**src/rtl/lane_perm_pkg.sv**
```systemverilog
package lane_perm_pkg;

    localparam int unsigned OP_W = 3;

    typedef enum logic [OP_W-1:0] {
        OP_SHUF    = 3'd0,
        OP_ILO     = 3'd1,
        OP_IHI     = 3'd2,
        OP_HTOL    = 3'd3,
        OP_LTOH    = 3'd4,
        OP_SGNMASK = 3'd5,
        OP_RSV6    = 3'd6,
        OP_RSV7    = 3'd7
    } perm_op_e;

    typedef enum logic {
        ST_IDLE = 1'b0,
        ST_EMIT = 1'b1
    } out_state_e;

endpackage

```
**src/rtl/lane_pick.sv**
```systemverilog
module lane_pick #(
    parameter int unsigned LANE_W = 32,
    parameter int unsigned LANES  = 4,
    localparam int unsigned SEL_W  = $clog2(LANES),
    localparam int unsigned DATA_W = LANE_W * LANES
) (
    input  logic [DATA_W-1:0] vec,
    input  logic [SEL_W-1:0]  sel,
    output logic [LANE_W-1:0] lane
);
    always_comb begin
        lane = '0;
        for (int i = 0; i < LANES; i++) begin
            if (sel == SEL_W'(i)) lane = vec[i*LANE_W +: LANE_W];
        end
    end
endmodule

```
**src/rtl/lane_interleave.sv**
```systemverilog
module lane_interleave #(
    parameter int unsigned LANE_W = 32,
    parameter int unsigned LANES  = 4,
    localparam int unsigned DATA_W = LANE_W * LANES,
    localparam int unsigned HALF_L = LANES / 2
) (
    input  logic [DATA_W-1:0] dst,
    input  logic [DATA_W-1:0] src,
    output logic [DATA_W-1:0] lo_mix,
    output logic [DATA_W-1:0] hi_mix
);
    for (genvar i = 0; i < LANES; i++) begin : g_lane
        localparam int unsigned PAIR = i / 2;
        if ((i % 2) == 0) begin : g_even
            assign lo_mix[i*LANE_W +: LANE_W] = dst[PAIR*LANE_W +: LANE_W];
            assign hi_mix[i*LANE_W +: LANE_W] = dst[(HALF_L+PAIR)*LANE_W +: LANE_W];
        end else begin : g_odd
            assign lo_mix[i*LANE_W +: LANE_W] = src[PAIR*LANE_W +: LANE_W];
            assign hi_mix[i*LANE_W +: LANE_W] = src[(HALF_L+PAIR)*LANE_W +: LANE_W];
        end
    end
endmodule

```
**src/rtl/lane_sign_mask.sv**
```systemverilog
module lane_sign_mask #(
    parameter int unsigned LANE_W = 32,
    parameter int unsigned LANES  = 4,
    parameter int unsigned MASK_W = 32,
    localparam int unsigned DATA_W = LANE_W * LANES
) (
    input  logic [DATA_W-1:0] vec,
    output logic [MASK_W-1:0] mask
);
    for (genvar i = 0; i < MASK_W; i++) begin : g_bit
        if (i < LANES) begin : g_sign
            assign mask[i] = vec[i*LANE_W + LANE_W - 1];
        end else begin : g_zero
            assign mask[i] = 1'b0;
        end
    end
endmodule

```
**src/rtl/lane_perm_top.sv**
```systemverilog
module lane_perm_top
    import lane_perm_pkg::*;
#(
    parameter int unsigned LANE_W = 32,
    parameter int unsigned LANES  = 4,
    parameter int unsigned MASK_W = 32,
    localparam int unsigned DATA_W = LANE_W * LANES,
    localparam int unsigned SEL_W  = $clog2(LANES),
    localparam int unsigned IMM_W  = SEL_W * LANES,
    localparam int unsigned HALF_W = DATA_W / 2
) (
    input  logic              clk,
    input  logic              rst_n,
    input  logic              in_valid,
    input  logic [OP_W-1:0]   in_op,
    input  logic [IMM_W-1:0]  in_imm,
    input  logic [DATA_W-1:0] in_dst,
    input  logic [DATA_W-1:0] in_src,
    output logic              out_valid,
    output logic [DATA_W-1:0] out_result,
    output logic [MASK_W-1:0] out_mask
);
    logic [DATA_W-1:0] shuf_vec;
    logic [DATA_W-1:0] lo_mix;
    logic [DATA_W-1:0] hi_mix;
    logic [MASK_W-1:0] sign_bits;
    logic [DATA_W-1:0] next_result;
    logic [MASK_W-1:0] next_mask;
    out_state_e        state_q;
    out_state_e        state_d;

    // Shuffle: lower half of the lanes from the destination, upper half from the source
    for (genvar i = 0; i < LANES; i++) begin : g_shuf
        if (i < LANES / 2) begin : g_from_dst
            lane_pick #(.LANE_W(LANE_W), .LANES(LANES)) u_pick (
                .vec  (in_dst),
                .sel  (in_imm[i*SEL_W +: SEL_W]),
                .lane (shuf_vec[i*LANE_W +: LANE_W])
            );
        end else begin : g_from_src
            lane_pick #(.LANE_W(LANE_W), .LANES(LANES)) u_pick (
                .vec  (in_src),
                .sel  (in_imm[i*SEL_W +: SEL_W]),
                .lane (shuf_vec[i*LANE_W +: LANE_W])
            );
        end
    end

    lane_interleave #(.LANE_W(LANE_W), .LANES(LANES)) u_mix (
        .dst    (in_dst),
        .src    (in_src),
        .lo_mix (lo_mix),
        .hi_mix (hi_mix)
    );

    lane_sign_mask #(.LANE_W(LANE_W), .LANES(LANES), .MASK_W(MASK_W)) u_sgn (
        .vec  (in_src),
        .mask (sign_bits)
    );

    always_comb begin
        next_mask = '0;
        unique case (perm_op_e'(in_op))
            OP_SHUF:    next_result = shuf_vec;
            OP_ILO:     next_result = lo_mix;
            OP_IHI:     next_result = hi_mix;
            OP_HTOL:    next_result = {in_dst[DATA_W-1:HALF_W], in_src[DATA_W-1:HALF_W]};
            OP_LTOH:    next_result = {in_src[HALF_W-1:0], in_dst[HALF_W-1:0]};
            OP_SGNMASK: begin
                next_result = in_dst;
                next_mask   = sign_bits;
            end
            OP_RSV6, OP_RSV7: next_result = in_dst;
        endcase
    end

    always_comb begin
        unique case (state_q)
            ST_IDLE: state_d = in_valid ? ST_EMIT : ST_IDLE;
            ST_EMIT: state_d = in_valid ? ST_EMIT : ST_IDLE;
        endcase
    end

    always_ff @(posedge clk or negedge rst_n) begin
        if (!rst_n) state_q <= ST_IDLE;
        else        state_q <= state_d;
    end

    always_ff @(posedge clk or negedge rst_n) begin
        if (!rst_n) begin
            out_result <= '0;
            out_mask   <= '0;
        end else if (in_valid) begin
            out_result <= next_result;
            out_mask   <= next_mask;
        end
    end

    assign out_valid = (state_q == ST_EMIT);

endmodule

```
**config.mk**
```make
export PLATFORM = sky130hd
export DESIGN_NAME = lane_perm_top
export DESIGN_NICKNAME = d
export VERILOG_FILES = /design/src/rtl/lane_perm_pkg.sv /design/src/rtl/lane_pick.sv /design/src/rtl/lane_interleave.sv /design/src/rtl/lane_sign_mask.sv /design/src/rtl/lane_perm_top.sv
export SDC_FILE = /design/constraint.sdc
export NUM_CORES = 1
export LEC_CHECK = 0
export ABC_CLOCK_PERIOD_IN_PS = 800
export BUFFER_PORTS_ARGS = -buffer_cell sky130_fd_sc_hd__buf_2
export CAP_MARGIN = 15
export CELL_PAD_IN_SITES_DETAIL_PLACEMENT = 1
export CELL_PAD_IN_SITES_GLOBAL_PLACEMENT = 2
export CORE_ASPECT_RATIO = 0.7
export CORE_MARGIN = 5
export CORE_UTILIZATION = 31
export DETAILED_ROUTE_END_ITERATION = 7
export PLACE_DENSITY = 0.9
export SYNTH_ARGS = -nofsm -noshare
export SYNTH_HDL_FRONTEND = slang
export SYNTH_SLANG_ARGS = --single-unit
export TNS_END_PERCENT = 10
```
**constraint.sdc**
```tcl
create_clock -name clk -period 0.8 [get_ports clk]
set_clock_uncertainty 0.05 [all_clocks]
set_input_delay 0.12 -clock clk [delete_from_list [all_inputs] [get_ports clk]]
set_output_delay 0.12 -clock clk [all_outputs]
set_load 0.05 [all_outputs]
```
======== Word-level counts from Yosys, hierarchy flattened ========
Cells that the tools add are included.
W data, S select, Z words.
cells by class
  reductions and logical operators ........ 6
  eq/ne operators ......................... 19
  multiplexer cells ....................... 19
operator list
  operator              count
  $pmux W128 S6         1
  $mux W32              16
  $eq A2 B2 Y1 const B  8
  $eq A3 B3 Y1 const B  4
  $eq A2 B1 Y1 const B  4
  $logic_not A2 Y1      4
  $eq A3 B2 Y1 const B  2
  $mux W4               1
  $eq A3 B1 Y1 const B  1
  $logic_not A3 Y1      1
  $reduce_or A3 Y1      1
  $mux W1               1
word-level totals
  output and inout port bits .............. 161
  register bits ........................... 161

======== Logic depth before layout (Yosys ltp) ========
Gate-level depths: netlist of the first run.
  depth in word-level cells ............... 6
  depth in mapped cells ................... 7
  depth with buffers taken out ............ 3

======== Hierarchy ========
From an unflattened synthesis of the first run, not the netlist that was laid out.
second synthesis, totals
  cells, all modules ...................... 1675
  area total of the unflattened synthesis .. 16577.1 um^2
modules (own cells, without submodules)
  module           instances  area an instance (um^2)  sequential area each (um^2)  cells an instance
  lane_perm_top    1          11153.2                  4028.9                       1230
  lane_pick        4          814.5                    0.0                          39
  lane_interleave  1          1921.8                   0.0                          256
  lane_sign_mask   1          244.0                    0.0                          33

======== Worst setup path after synthesis of the first run ========
Ideal clock, no wire load.
  path type ............................... input-to-reg
  start point ............................. in in_imm[2]
  end point ............................... reg out_result[60]
  stages on the path ...................... 5
  arrival time ............................ 1.244 ns
  setup time .............................. 0.124 ns
  path buffers ............................ 2
  path slack .............................. -0.618 ns
  path through ............................ buf_2 > buf_2 > mux4_2 > o22ai_1 > a21oi_1
between the ends
  cells in the longest elaborated chain, start to end .. 6
  elaborated cells between the ends (all ways) .. 9
RTL lines
  element                 line                 text
  start: declaration      lane_perm_top.sv:16  input logic [IMM_W-1:0] in_imm,
  $logic_not A2 Y1        lane_pick.sv:14      if (sel == SEL_W'(i)) lane = vec[i*LANE_W +: LANE_W];
  $mux W32 (3 in a row)   lane_pick.sv:14
  $mux W32 *              lane_pick.sv:14
  $pmux W128 S6 *         lane_perm_top.sv:63  unique case (perm_op_e'(in_op))
  end signal: assignment  lane_perm_top.sv:94  out_result <= next_result;
  end: declaration        lane_perm_top.sv:20  output logic [DATA_W-1:0] out_result,
Mark *: on every way between the ends. The rest lies on a longest branch, timed or not.
A chain may end at the register's enable or synchronous reset.

======== Worst setup path in the final report of the first run ========
  start point ............................. reg out_result[64]
  end point ............................... out out_result[64]
No word-level cell between the ends.

==> results of run 1 <==
[timing repair]
action / CTS / global route
resized for setup: 292 / 44
endpoints found under the setup margin: 265 / 265
pin swaps: 25 / 13
gates cloned: 0 / 0
endpoints found under the hold margin: 182 / 2
setup buffers: 1 / 7
[metal layers]
metal  routed length [µm]  up-vias  share of wire
met5                   24        -        0.00035
met4                 3980        4          0.058
met3                 5580      269          0.081
met2                32800      909           0.48
met1                26400     7446           0.38
li1                     -     6024              -
[per-stage QoR]
step | cell area [µm²] | TNS, ns | cells | util | setup WS (ns)
2_1_floorplan | 12600 | -67.83 | 1266 | - | -0.555
3_3_place_gp | 17300 | -90.52 | 2295 | 0.435 | -0.763
3_5_place_dp | 17300 | -95.43 | 2295 | 0.435 | -0.809
4_1_cts | 19400 | -76.93 | 2374 | 0.488 | -0.451
5_1_grt | 19700 | -85.65 | 2400 | 0.497 | -0.468
6_report | 19700 | -77.84 | 2400 | 0.497 | -0.438
[state kept, by name, indices dropped and copies added, names as in the netlist]
name / count
out_mask: 4
out_result: 128
out_valid: 1
[how the worst min path moves through the flow]
| stage | startpoint | to | slack [ns] |
|---|---|---|---|
| floorplan | rst_n | out_mask[0] | -0.23 |
| global placement | rst_n | out_result[107] | -0.08 |
| detailed placement | rst_n | out_result[107] | -0.08 |
| CTS | in_dst[16] | out_result[16] | -0.05 |
| global route | in_dst[16] | out_result[16] | -0.008 |
| finish | in_dst[16] | out_result[16] | -0.005 |
[cell usage after synthesis (36+ instances only)]
cell,n
sky130_fd_sc_hd__buf_2,49
sky130_fd_sc_hd__nor2_1,117
sky130_fd_sc_hd__nand2_1,187
sky130_fd_sc_hd__a221oi_1,36
sky130_fd_sc_hd__buf_4,40
sky130_fd_sc_hd__nor2b_1,76
sky130_fd_sc_hd__mux4_2,128
sky130_fd_sc_hd__a41oi_1,54
sky130_fd_sc_hd__mux2_2,54
sky130_fd_sc_hd__a31oi_1,53
sky130_fd_sc_hd__clkbuf_1,69
sky130_fd_sc_hd__dfrtp_1,133
[logic make-up after synthesis]
group,after synthesis,synth area share
AND/OR/NAND/NOR,452,0.182
AO/OA/AOI/OAI,292,0.191
multiplexers,182,0.280
buffers and inverters,177,0.0770
flip-flops,133,0.267
adder cells (fa/ha/maj),1,0.000904
other,1,0.000301
XOR/XNOR,1,0.00131
[cell type report]
| class | instances | area, µm² |
|---|---|---|
| Fill cell | 4410 | 20000 |
| Multi-Input combinational cell | 956 | 8740 |
| Timing Repair Buffer | 724 | 6340 |
| Sequential cell | 133 | 3330 |
| Tap cell | 535 | 669 |
| Clock buffer | 19 | 453 |
| Clock inverter | 12 | 130 |
| Antenna cell | 19 | 47.5 |
| Inverter | 2 | 8.76 |
[power groups by stage]
stage	Clock [mW]	Sequential [mW]	Combinational (mW)
2_1_floorplan	0	11.1	4.52
3_3_place_gp	0	8.28	12.3
3_5_place_dp	0	8.29	12.6
4_1_cts	8.46	8.36	13.9
5_1_grt	8.75	8.46	14.9
6_report	8.32	8.39	14.3
[cells in the final DEF (no fill, tap or decap), types with 21 or more instances in the layout]
cell	n
sky130_fd_sc_hd__nand2_1	177
sky130_fd_sc_hd__buf_6	127
sky130_fd_sc_hd__o21ai_0	21
sky130_fd_sc_hd__nand3b_1	32
sky130_fd_sc_hd__a31oi_1	52
sky130_fd_sc_hd__buf_4	213
sky130_fd_sc_hd__a221oi_2	54
sky130_fd_sc_hd__dfrtp_1	133
sky130_fd_sc_hd__buf_2	260
sky130_fd_sc_hd__nor2_1	113
sky130_fd_sc_hd__mux2_2	54
sky130_fd_sc_hd__dlygate4sd3_1	47
sky130_fd_sc_hd__conb_1	28
sky130_fd_sc_hd__a41oi_1	40
sky130_fd_sc_hd__buf_12	69
sky130_fd_sc_hd__nor4bb_1	21
sky130_fd_sc_hd__mux4_2	128
sky130_fd_sc_hd__nor2b_1	73
sky130_fd_sc_hd__a21oi_1	32
==> flow_summary.ini, run 1 <==
[outcome]
run_status = complete, but fails checks
failing_checks = negative hold slack, negative setup slack

[power_and_ir_drop]
post-layout-total-power_mw = 31.1
leakage_power_nw = 7.98
powerDensity_mw_per_mm2 = 1580
power.clock.fraction = 0.268
p_switching_mw = 12.6
switching_share = 0.406
intPower_mw = 18.4
sequentialPowerShare = 0.270
vdd_ir_drop_max_mv = 1.54
pwr-share-comb = 0.462

[worst_setup_path]
critical_path.reg2reg.endpoint = out_result[64]
worst_r2r_startpoint = out_result[64]
worst-r2r-cell-count = 3
cpPeakStageDelay_ns = 0.44
worst_ep_required_time_ns = 0.63
worstSetupEndpointType = primary output
setup.worst_path.class = reg2out
slowest_stage = sky130_fd_sc_hd__dfrtp_1
worstSetupPathDepth = 1
r2r_slack_ns = -0.19
arrival_ns = 1.07
timing.critical_path.to = out_result[64]
timing.critical_path.buf_inv = 1
timing.critical_path.cells = buf_6
worst-path-max-fanout = 2
critical-path-top-delay-family = flip-flops
setup.worst_path.start = out_result[64]
startpoint_class = flip-flop

[timing]
max-slew-margin-rel = 0.659
finalCriticalPeriod_ns = 1.24
setup_viol = 261
setup_repair_after_global_routing_missed_its_margin = yes
worst_slack_ns = -0.438
fin_worst_hold_slack_ns = -0.00492
max_freq_ghz = 0.808
finalCritPeriodShare = 1.55
finalHoldViolCount = 1
maxSlewViolCount = 0
tightest_slew_ns = 0.505

[clocking]
clock_latency_ns = 0.43
htree_levels = 4
total_clock_buffers_created_by_cts = 17
root_buffer = sky130_fd_sc_hd__clkbuf_16
clkSinkCount = 133
cts-root-to-sink-buffers = 2
tritoncts = done
cts_hold_repair.buffers = 47
cts.clk_slew.worst_paths_ns = 0.06

[yosys]
post-synth-top-area-fraction = 0.267
async_reset_ff_frac = 1.00
netlist-cell-type-count = 36
synth_edf_count = 0
post_synthesis_average_cell_area_um2 = 10.1
seq_area_frac_synth = 0.267
synthesis.instances = 1239
yosysTopAreaCell = sky130_fd_sc_hd__dfrtp_1
ys.flop_type = sky130_fd_sc_hd__dfrtp_1
synth.cell_area_mm2 = 0.0125
ys_ff_latch = 133
ys_warn_count = 0
ys_top_cells_by_area = sky130_fd_sc_hd__dfrtp_1 27%, sky130_fd_sc_hd__mux4_2 23%, sky130_fd_sc_hd__nand2_1 5.6%

[min_path]
timing.hold.worst_path_depth = 3
hp-class = in2reg

[cells_and_area]
fraction_of_layout_cells_with_a_size_suffix_above_1 = 0.545
area_growth_syn_to_layout_pct = 58.3
final_nets = 2104

[floorplan]
row_count = 61
fp.coreArea_mm2 = 0.0397
chipWidth_um = 250
start_util = 0.314
design.die.area_mm2 = 0.0443
floorplan.io_pins = 431
die_h_um = 178

[place]
place.gp.congestion = 0.936
number_of_port_buffers = 402
hpwlAfterDp_mm = 48.5

[routing]
drcViolationCount = 0
wirelength_mm = 68.7
drt_first_iter_violations = 1267
num_vias = 14700
drt.antenna.violating_nets = 0
avgViaCountPerCell = 6.11
wl_per_cell_um = 28.6
drt_pass1_iterations = 6

[global_routing]
met3_usage = 0.0671
first_global_vias = 16100
global_route.peak_usage_layer = met2
grt.overflow.total = 0
maximum_number_of_pins_on_one_net_before_global_route_repair = 66
number_of_antenna_violations_at_the_first_check_in_global_routing = 22
gr-usage-met2 = 0.488
wire_length_of_the_first_global_routing_pass_mm = 101
grt_total_usage = 0.295
grtUsageMet1 = 0.361

[flow_run]
cap_violations = 0
Power figures use the tool's default switching activity.
==> run 2, diff against run 1 <==
--- a/config.mk
+++ b/config.mk
@@ -15,6 +15,7 @@
 export CORE_UTILIZATION = 31
 export DETAILED_ROUTE_END_ITERATION = 7
 export PLACE_DENSITY = 0.9
+export RECOVER_POWER = 100
 export SYNTH_ARGS = -nofsm -noshare
 export SYNTH_HDL_FRONTEND = slang
 export SYNTH_SLANG_ARGS = --single-unit
==> run 2 against run 1 <==
The flow still finishes with violations (negative hold slack, negative setup slack). Power about the same. Worst hold slack better by 0.0015 ns. Core utilization about the same. Maximum frequency about the same. Via count up 0.16%. Register-to-register slack about the same. Combinational power about the same. Design area about the same. First-iteration DRC count down 1.7%. Critical path depth unchanged. Sequential share of layout area about the same. Largest power group unchanged. Highest routed layer unchanged.
==> flow_summary.ini, run 2 (synthesis gave the netlist of run 1 again) <==
[cells_and_area]
final_common_cell = sky130_fd_sc_hd__buf_2
final_util = 0.496
largest_register_ffs = 128
num-fill-cells = 4413
final_cell_mix = 260 x sky130_fd_sc_hd__buf_2, 212 x sky130_fd_sc_hd__buf_4, 177 x sky130_fd_sc_hd__nand2_1
fraction_of_layout_cells_with_a_size_suffix_above_1 = 0.544
area_growth_syn_to_layout_pct = 58.2
registers.top_by_ff_count = out_result
final_nets = 2104
final_area_mm2 = 0.0197
final-instance-count-excl-fill = 2400

[clocking]
clkSinkCount = 133
root_buffer = sky130_fd_sc_hd__clkbuf_16
cts.clk_slew.worst_paths_ns = 0.06
clock_latency_ns = 0.43
total_clock_buffers_created_by_cts = 17
tritoncts = done
cts-root-to-sink-buffers = 2
cts_hold_repair.buffers = 47
htree_levels = 4

[global_routing]
number_of_antenna_violations_at_the_first_check_in_global_routing = 22
first_global_vias = 16100
wire_length_of_the_first_global_routing_pass_mm = 101
grt_total_usage = 0.295
maximum_number_of_pins_on_one_net_before_global_route_repair = 66
grt.overflow.total = 0

[place]
number_of_port_buffers = 402
place.gp.congestion = 0.936
dpl.cell_count = 2295
hpwlAfterDp_mm = 48.5
placed_area_mm2 = 0.0173

[min_path]
hold_path_end = out_result[16]
hp-class = in2reg
worstHoldStart = in_dst[16]
timing.hold.worst_path_depth = 3

[worst_setup_path]
startpoint_class = flip-flop
setup.worst_path.start = out_result[64]
worstSetupEndpointType = primary output
worst_ep_required_time_ns = 0.63
arrival_ns = 1.07
worst-path-max-fanout = 2
cpPeakStageDelay_ns = 0.44
timing.critical_path.buf_inv = 1
critical-path-top-delay-family = flip-flops
worst_r2r_startpoint = out_result[64]
slowest_stage = sky130_fd_sc_hd__dfrtp_1
r2r_slack_ns = -0.20
worst-r2r-cell-count = 3
timing.critical_path.cells = buf_6
critical_path.reg2reg.endpoint = out_result[64]
setup.worst_path.class = reg2out

[routing]
drt_pass1_iterations = 5
drt_first_iter_violations = 1246
num_vias = 14700
wl_per_cell_um = 28.6
avgViaCountPerCell = 6.11
wirelength_mm = 68.7
drt.antenna.violating_nets = 0
drcViolationCount = 0

[floorplan]
chipWidth_um = 250
start_util = 0.314
row_count = 61
floorplan.io_pins = 431
die_h_um = 178
design.die.area_mm2 = 0.0443
fp.coreArea_mm2 = 0.0397

[timing]
worst_slack_ns = -0.437
max_freq_ghz = 0.808
setup_repair_after_global_routing_missed_its_margin = yes
finalCriticalPeriod_ns = 1.24
max-slew-margin-rel = 0.662
setup-tns-final_ns = -84.48
finalHoldViolCount = 1
finalCritPeriodShare = 1.55
maxSlewViolCount = 0
tightest_slew_ns = 0.500
setup_viol = 381
fin_worst_hold_slack_ns = -0.00338

[power_and_ir_drop]
leakage_power_nw = 7.97
powerDensity_mw_per_mm2 = 1580
vdd_ir_drop_max_mv = 1.54

[outcome]
run_status = complete, but fails checks
failing_checks = negative hold slack, negative setup slack

[flow_run]
cap_violations = 0
## run 2: changes by cell type in the layout (fill, tap and decap cells not counted), sizes merged
| cell | previous run | this run |
|---|---|---|
| clkbuf | 20 | 22 |
| buf | 676 | 674 |
## run 2: worst max-delay path by stage
stage	endpoint	slack, ns	cells after the start
2_1_floorplan	out_result[89]	-0.56	6
3_3_place_gp	out_result[36]	-0.76	5
3_5_place_dp	out_result[46]	-0.81	5
4_1_cts	out_result[108]	-0.45	1
5_1_grt	out_result[64]	-0.47	1
6_report	out_result[64]	-0.44	1
## run 2: layout make-up
class | instances | area (µm²) | area share
multi-input combinational | 956 | 8740 | 0.443
timing repair buffer | 724 | 6330 | 0.321
sequential | 133 | 3330 | 0.169
tap | 535 | 669 | 0.0340
clock buffer | 19 | 453 | 0.0230
clock inverter | 12 | 130 | 0.00660
antenna | 19 | 47.5 | 0.00241
inverter | 2 | 8.76 | 0.000445
## run 2: stage by stage
stage	total power [mW]	setup slack, ns
2_1_floorplan	15.6	-0.555
3_3_place_gp	20.6	-0.763
3_5_place_dp	20.9	-0.809
4_1_cts	30.7	-0.451
5_1_grt	32.1	-0.468
6_report	31.0	-0.437
## run 2: repair_timing
action	in CTS	in global routing
pin swaps	25	13
buffers inserted	1	7
setup endpoints to repair	265	265
endpoints found under the hold margin	182	2
gates resized for setup	292	44
## run 2: routing by layer
layer  global-route usage  routed length [µm]
met1                0.361               26400
met2                0.488               32800
met3               0.0671                5480
met4                0.163                3930
met5                    0                  27
## run 2: power by group
part / total [mW] / switching (mW) / internal, mW
clock: 8.31 / 3.57 / 4.74
sequential: 8.39 / 0.828 / 7.56
combinational: 14.3 / 8.22 / 6.13
total: 31.0 / 12.6 / 18.4
==> run 3, diff against run 2 <==
--- a/config.mk
+++ b/config.mk
@@ -5,18 +5,19 @@
 export SDC_FILE = /design/constraint.sdc
 export NUM_CORES = 1
 export LEC_CHECK = 0
-export ABC_CLOCK_PERIOD_IN_PS = 800
+export ABC_CLOCK_PERIOD_IN_PS = 1100
 export BUFFER_PORTS_ARGS = -buffer_cell sky130_fd_sc_hd__buf_2
 export CAP_MARGIN = 15
 export CELL_PAD_IN_SITES_DETAIL_PLACEMENT = 1
 export CELL_PAD_IN_SITES_GLOBAL_PLACEMENT = 2
 export CORE_ASPECT_RATIO = 0.7
 export CORE_MARGIN = 5
-export CORE_UTILIZATION = 31
+export CORE_UTILIZATION = 30
 export DETAILED_ROUTE_END_ITERATION = 7
-export PLACE_DENSITY = 0.9
+export PLACE_DENSITY = 0.86
 export RECOVER_POWER = 100
 export SYNTH_ARGS = -nofsm -noshare
 export SYNTH_HDL_FRONTEND = slang
+export SYNTH_HIERARCHICAL = 1
 export SYNTH_SLANG_ARGS = --single-unit
 export TNS_END_PERCENT = 10
==> constraint.sdc (replaced) <==
create_clock -name clk -period 1.1 [get_ports clk]
set_clock_uncertainty 0.05 [all_clocks]
set_input_delay 0.165 -clock clk [delete_from_list [all_inputs] [get_ports clk]]
set_output_delay 0.165 -clock clk [all_outputs]
set_load 0.05 [all_outputs]
==> run 3 against run 2 <==
The flow finishes with violations (negative setup slack). Design area is 9.7% higher. Cell count is 18% higher. Core utilization down 10 points. Worst setup slack improved by 0.21 ns. Register-to-register slack better by 0.28 ns. Clock power fell by 21%. Non-clock buffer count is 63 higher. Via count grew 8.0%. Sequential share of layout area is 1.8 points higher. Sequential power shrank 14%.
==> flow_summary.ini, run 3 <==
[yosys]
ys_top_cells_by_area = sky130_fd_sc_hd__dfrtp_1 24%, sky130_fd_sc_hd__mux4_2 16%, sky130_fd_sc_hd__buf_4 13%
ys_ff_latch = 161
post-synth-top-count-cell = sky130_fd_sc_hd__buf_4
synthesis.instances = 1675
post-synth-top-area-fraction = 0.243
ys.flop_type = sky130_fd_sc_hd__dfrtp_1
seq_area_frac_synth = 0.243
post_synthesis_average_cell_area_um2 = 9.90
synth.cell_area_mm2 = 0.0166
yosysTopAreaCell = sky130_fd_sc_hd__dfrtp_1
synth_edf_count = 0
ys_warn_count = 6
async_reset_ff_frac = 1.00
netlist-cell-type-count = 26
synth.cells.most_frequent = 297 x sky130_fd_sc_hd__buf_4, 161 x sky130_fd_sc_hd__dfrtp_1, 158 x sky130_fd_sc_hd__o21ai_1

[power_and_ir_drop]
switching_share = 0.410
p_switching_mw = 10.1
powerDensity_mw_per_mm2 = 1140
leakage_power_nw = 9.18
sequentialPowerShare = 0.292
vdd_ir_drop_max_mv = 0.997
post-layout-total-power_mw = 24.6
intPower_mw = 14.5
pwr-share-comb = 0.440
power.clock.fraction = 0.268

[min_path]
hp-class = in2reg

[floorplan]
fp.coreArea_mm2 = 0.0550
chipWidth_um = 291
floorplan.io_pins = 431
row_count = 72
die_h_um = 207
design.die.area_mm2 = 0.0601
start_util = 0.302

[timing]
worst_slack_ns = -0.231
finalCriticalPeriod_ns = 1.33
finalCritPeriodShare = 1.21
max-slew-margin-rel = 0.597
fin_worst_hold_slack_ns = 0.0276
max_freq_ghz = 0.752
setup_repair_after_global_routing_missed_its_margin = yes
maxSlewViolCount = 0
tightest_slew_ns = 0.604
setup_viol = 293
finalHoldViolCount = 0

[clocking]
root_buffer = sky130_fd_sc_hd__clkbuf_16
clock_latency_ns = 0.49
cts-root-to-sink-buffers = 2
cts.clk_slew.worst_paths_ns = 0.08
tritoncts = done
total_clock_buffers_created_by_cts = 17
clkSinkCount = 161
htree_levels = 4

[worst_setup_path]
slowest_stage = sky130_fd_sc_hd__dfrtp_1
timing.critical_path.cells = buf_6
arrival_ns = 1.12
cpPeakStageDelay_ns = 0.43
worst_ep_required_time_ns = 0.88
critical-path-top-delay-family = flip-flops
worst-path-max-fanout = 2
worstSetupEndpointType = primary output
startpoint_class = flip-flop
setup.worst_path.class = reg2out
timing.critical_path.buf_inv = 1

[outcome]
run_status = complete, but fails checks
failing_checks = negative setup slack

[place]
place.gp.congestion = 0.854
hpwlAfterDp_mm = 50.8
dpl.cell_count = 2662
number_of_port_buffers = 430

[cells_and_area]
final_cell_mix = 261 x sky130_fd_sc_hd__buf_2, 197 x sky130_fd_sc_hd__o21ai_1, 189 x sky130_fd_sc_hd__buf_4
registers.top_by_ff_count = out_result
fraction_of_layout_cells_with_a_size_suffix_above_1 = 0.433
area_of_combinational_cells_with_multiple_inputs_mm2 = 0.00899
largest_register_ffs = 128
final_common_cell = sky130_fd_sc_hd__buf_2
final-seq-area_mm2 = 0.00403
area_growth_syn_to_layout_pct = 30.3
final_util = 0.393
final-instance-count-excl-fill = 2825
num-fill-cells = 6280
final_nets = 2328

[routing]
num_vias = 15800
drt_first_iter_violations = 1766
drcViolationCount = 0
avgViaCountPerCell = 5.61
wl_per_cell_um = 25.7
wirelength_mm = 72.6
drt_pass1_iterations = 8
drt.antenna.violating_nets = 0

[global_routing]
grt.overflow.total = 0
first_global_vias = 17400
wire_length_of_the_first_global_routing_pass_mm = 108
number_of_antenna_violations_at_the_first_check_in_global_routing = 15
maximum_number_of_pins_on_one_net_before_global_route_repair = 73
grt_total_usage = 0.231

[flow_run]
cap_violations = 0
==> run 3: changes by cell type after synthesis, moves of 53 or more <==
| cell | change |
|---|---|
| sky130_fd_sc_hd__nand2_1 | -155 |
| sky130_fd_sc_hd__a41oi_1 | -54 |
| sky130_fd_sc_hd__buf_4 | +257 |
| sky130_fd_sc_hd__nand2b_1 | +126 |
| sky130_fd_sc_hd__nor2_1 | -117 |
| sky130_fd_sc_hd__nor3b_1 | +63 |
| sky130_fd_sc_hd__mux2_4 | +63 |
| sky130_fd_sc_hd__inv_1 | +95 |
| sky130_fd_sc_hd__o22ai_1 | +53 |
| sky130_fd_sc_hd__mux2_2 | -53 |
| sky130_fd_sc_hd__o21ai_1 | +158 |
==> run 3: final timing paths <==
path                                     start              end  slack (ns)  depth (start not counted)
worst min-delay path               in_dst[127]  out_result[127]        0.03                          4
max in group asynchronous                rst_n    out_result[0]       -0.10                          4
worst min register to register    out_mask[11]     out_mask[11]        0.49                          2
worst max-delay path            out_result[29]   out_result[29]       -0.23                          1
min in group asynchronous                rst_n   out_result[22]        0.47                          3
worst max register to register  out_result[99]   out_result[99]        0.08                          3
==> run 3: power groups by stage <==
stage	logic, mW	registers (mW)	clock network, mW
after floorplan	4.40	9.41	0
after global placement	9.33	7.11	0
after detailed placement	9.58	7.13	0
after CTS	10.8	7.19	6.76
after global routing	11.3	7.26	7.02
final	10.8	7.20	6.60
==> run 3: final cells by class <==
class | instances | area share
Antenna cell | 14 | 0.00162
Clock buffer | 17 | 0.0197
Clock inverter | 15 | 0.00863
Inverter | 96 | 0.0167
Multi-Input combinational cell | 995 | 0.416
Sequential cell | 161 | 0.187
Tap cell | 740 | 0.0429
Timing Repair Buffer | 787 | 0.308
==> run 3: logic make-up (layout without fill, tap and decap cells) <==
logic type                 count (synthesis)  in the layout  synth area share
adders and majority gates                  1              1          0.000679
AOI/OAI and AO/OA                        480            480             0.188
and+or+nand+nor                          294            294             0.112
DFF                                      161            161             0.243
muxes                                    192            192             0.233
buffers and inverters                    546            915             0.222
other                                      1             42          0.000226
==> run 3: stage by stage <==
step / worst slack, ns / cell area (µm²) / setup TNS, ns
after detailed placement: -0.541 / 18900 / -56.45
after global placement: -0.534 / 18900 / -51.47
final: -0.231 / 21600 / -36.32
after CTS: -0.274 / 21600 / -35.02
after floorplan: -0.236 / 16700 / -27.70
after global routing: -0.276 / 21600 / -48.46
==> run 3: metal layers <==
| metal | share of wire | GRT usage | wire (µm) |
|---|---|---|---|
| met1 | 0.40 | 0.291 | 29000 |
| met2 | 0.49 | 0.391 | 35700 |
| met3 | 0.080 | 0.0559 | 5800 |
| met4 | 0.028 | 0.0867 | 2040 |
| met5 | 0.00057 | 0 | 41 |
==> run 3: repair_timing <==
action	4_1_cts	5_1_grt
hold buffers	110	0
pin swaps	0	3
hold endpoints to repair	253	0
endpoints found under the setup margin	162	216
setup buffers	2	5
gates resized for setup	324	9
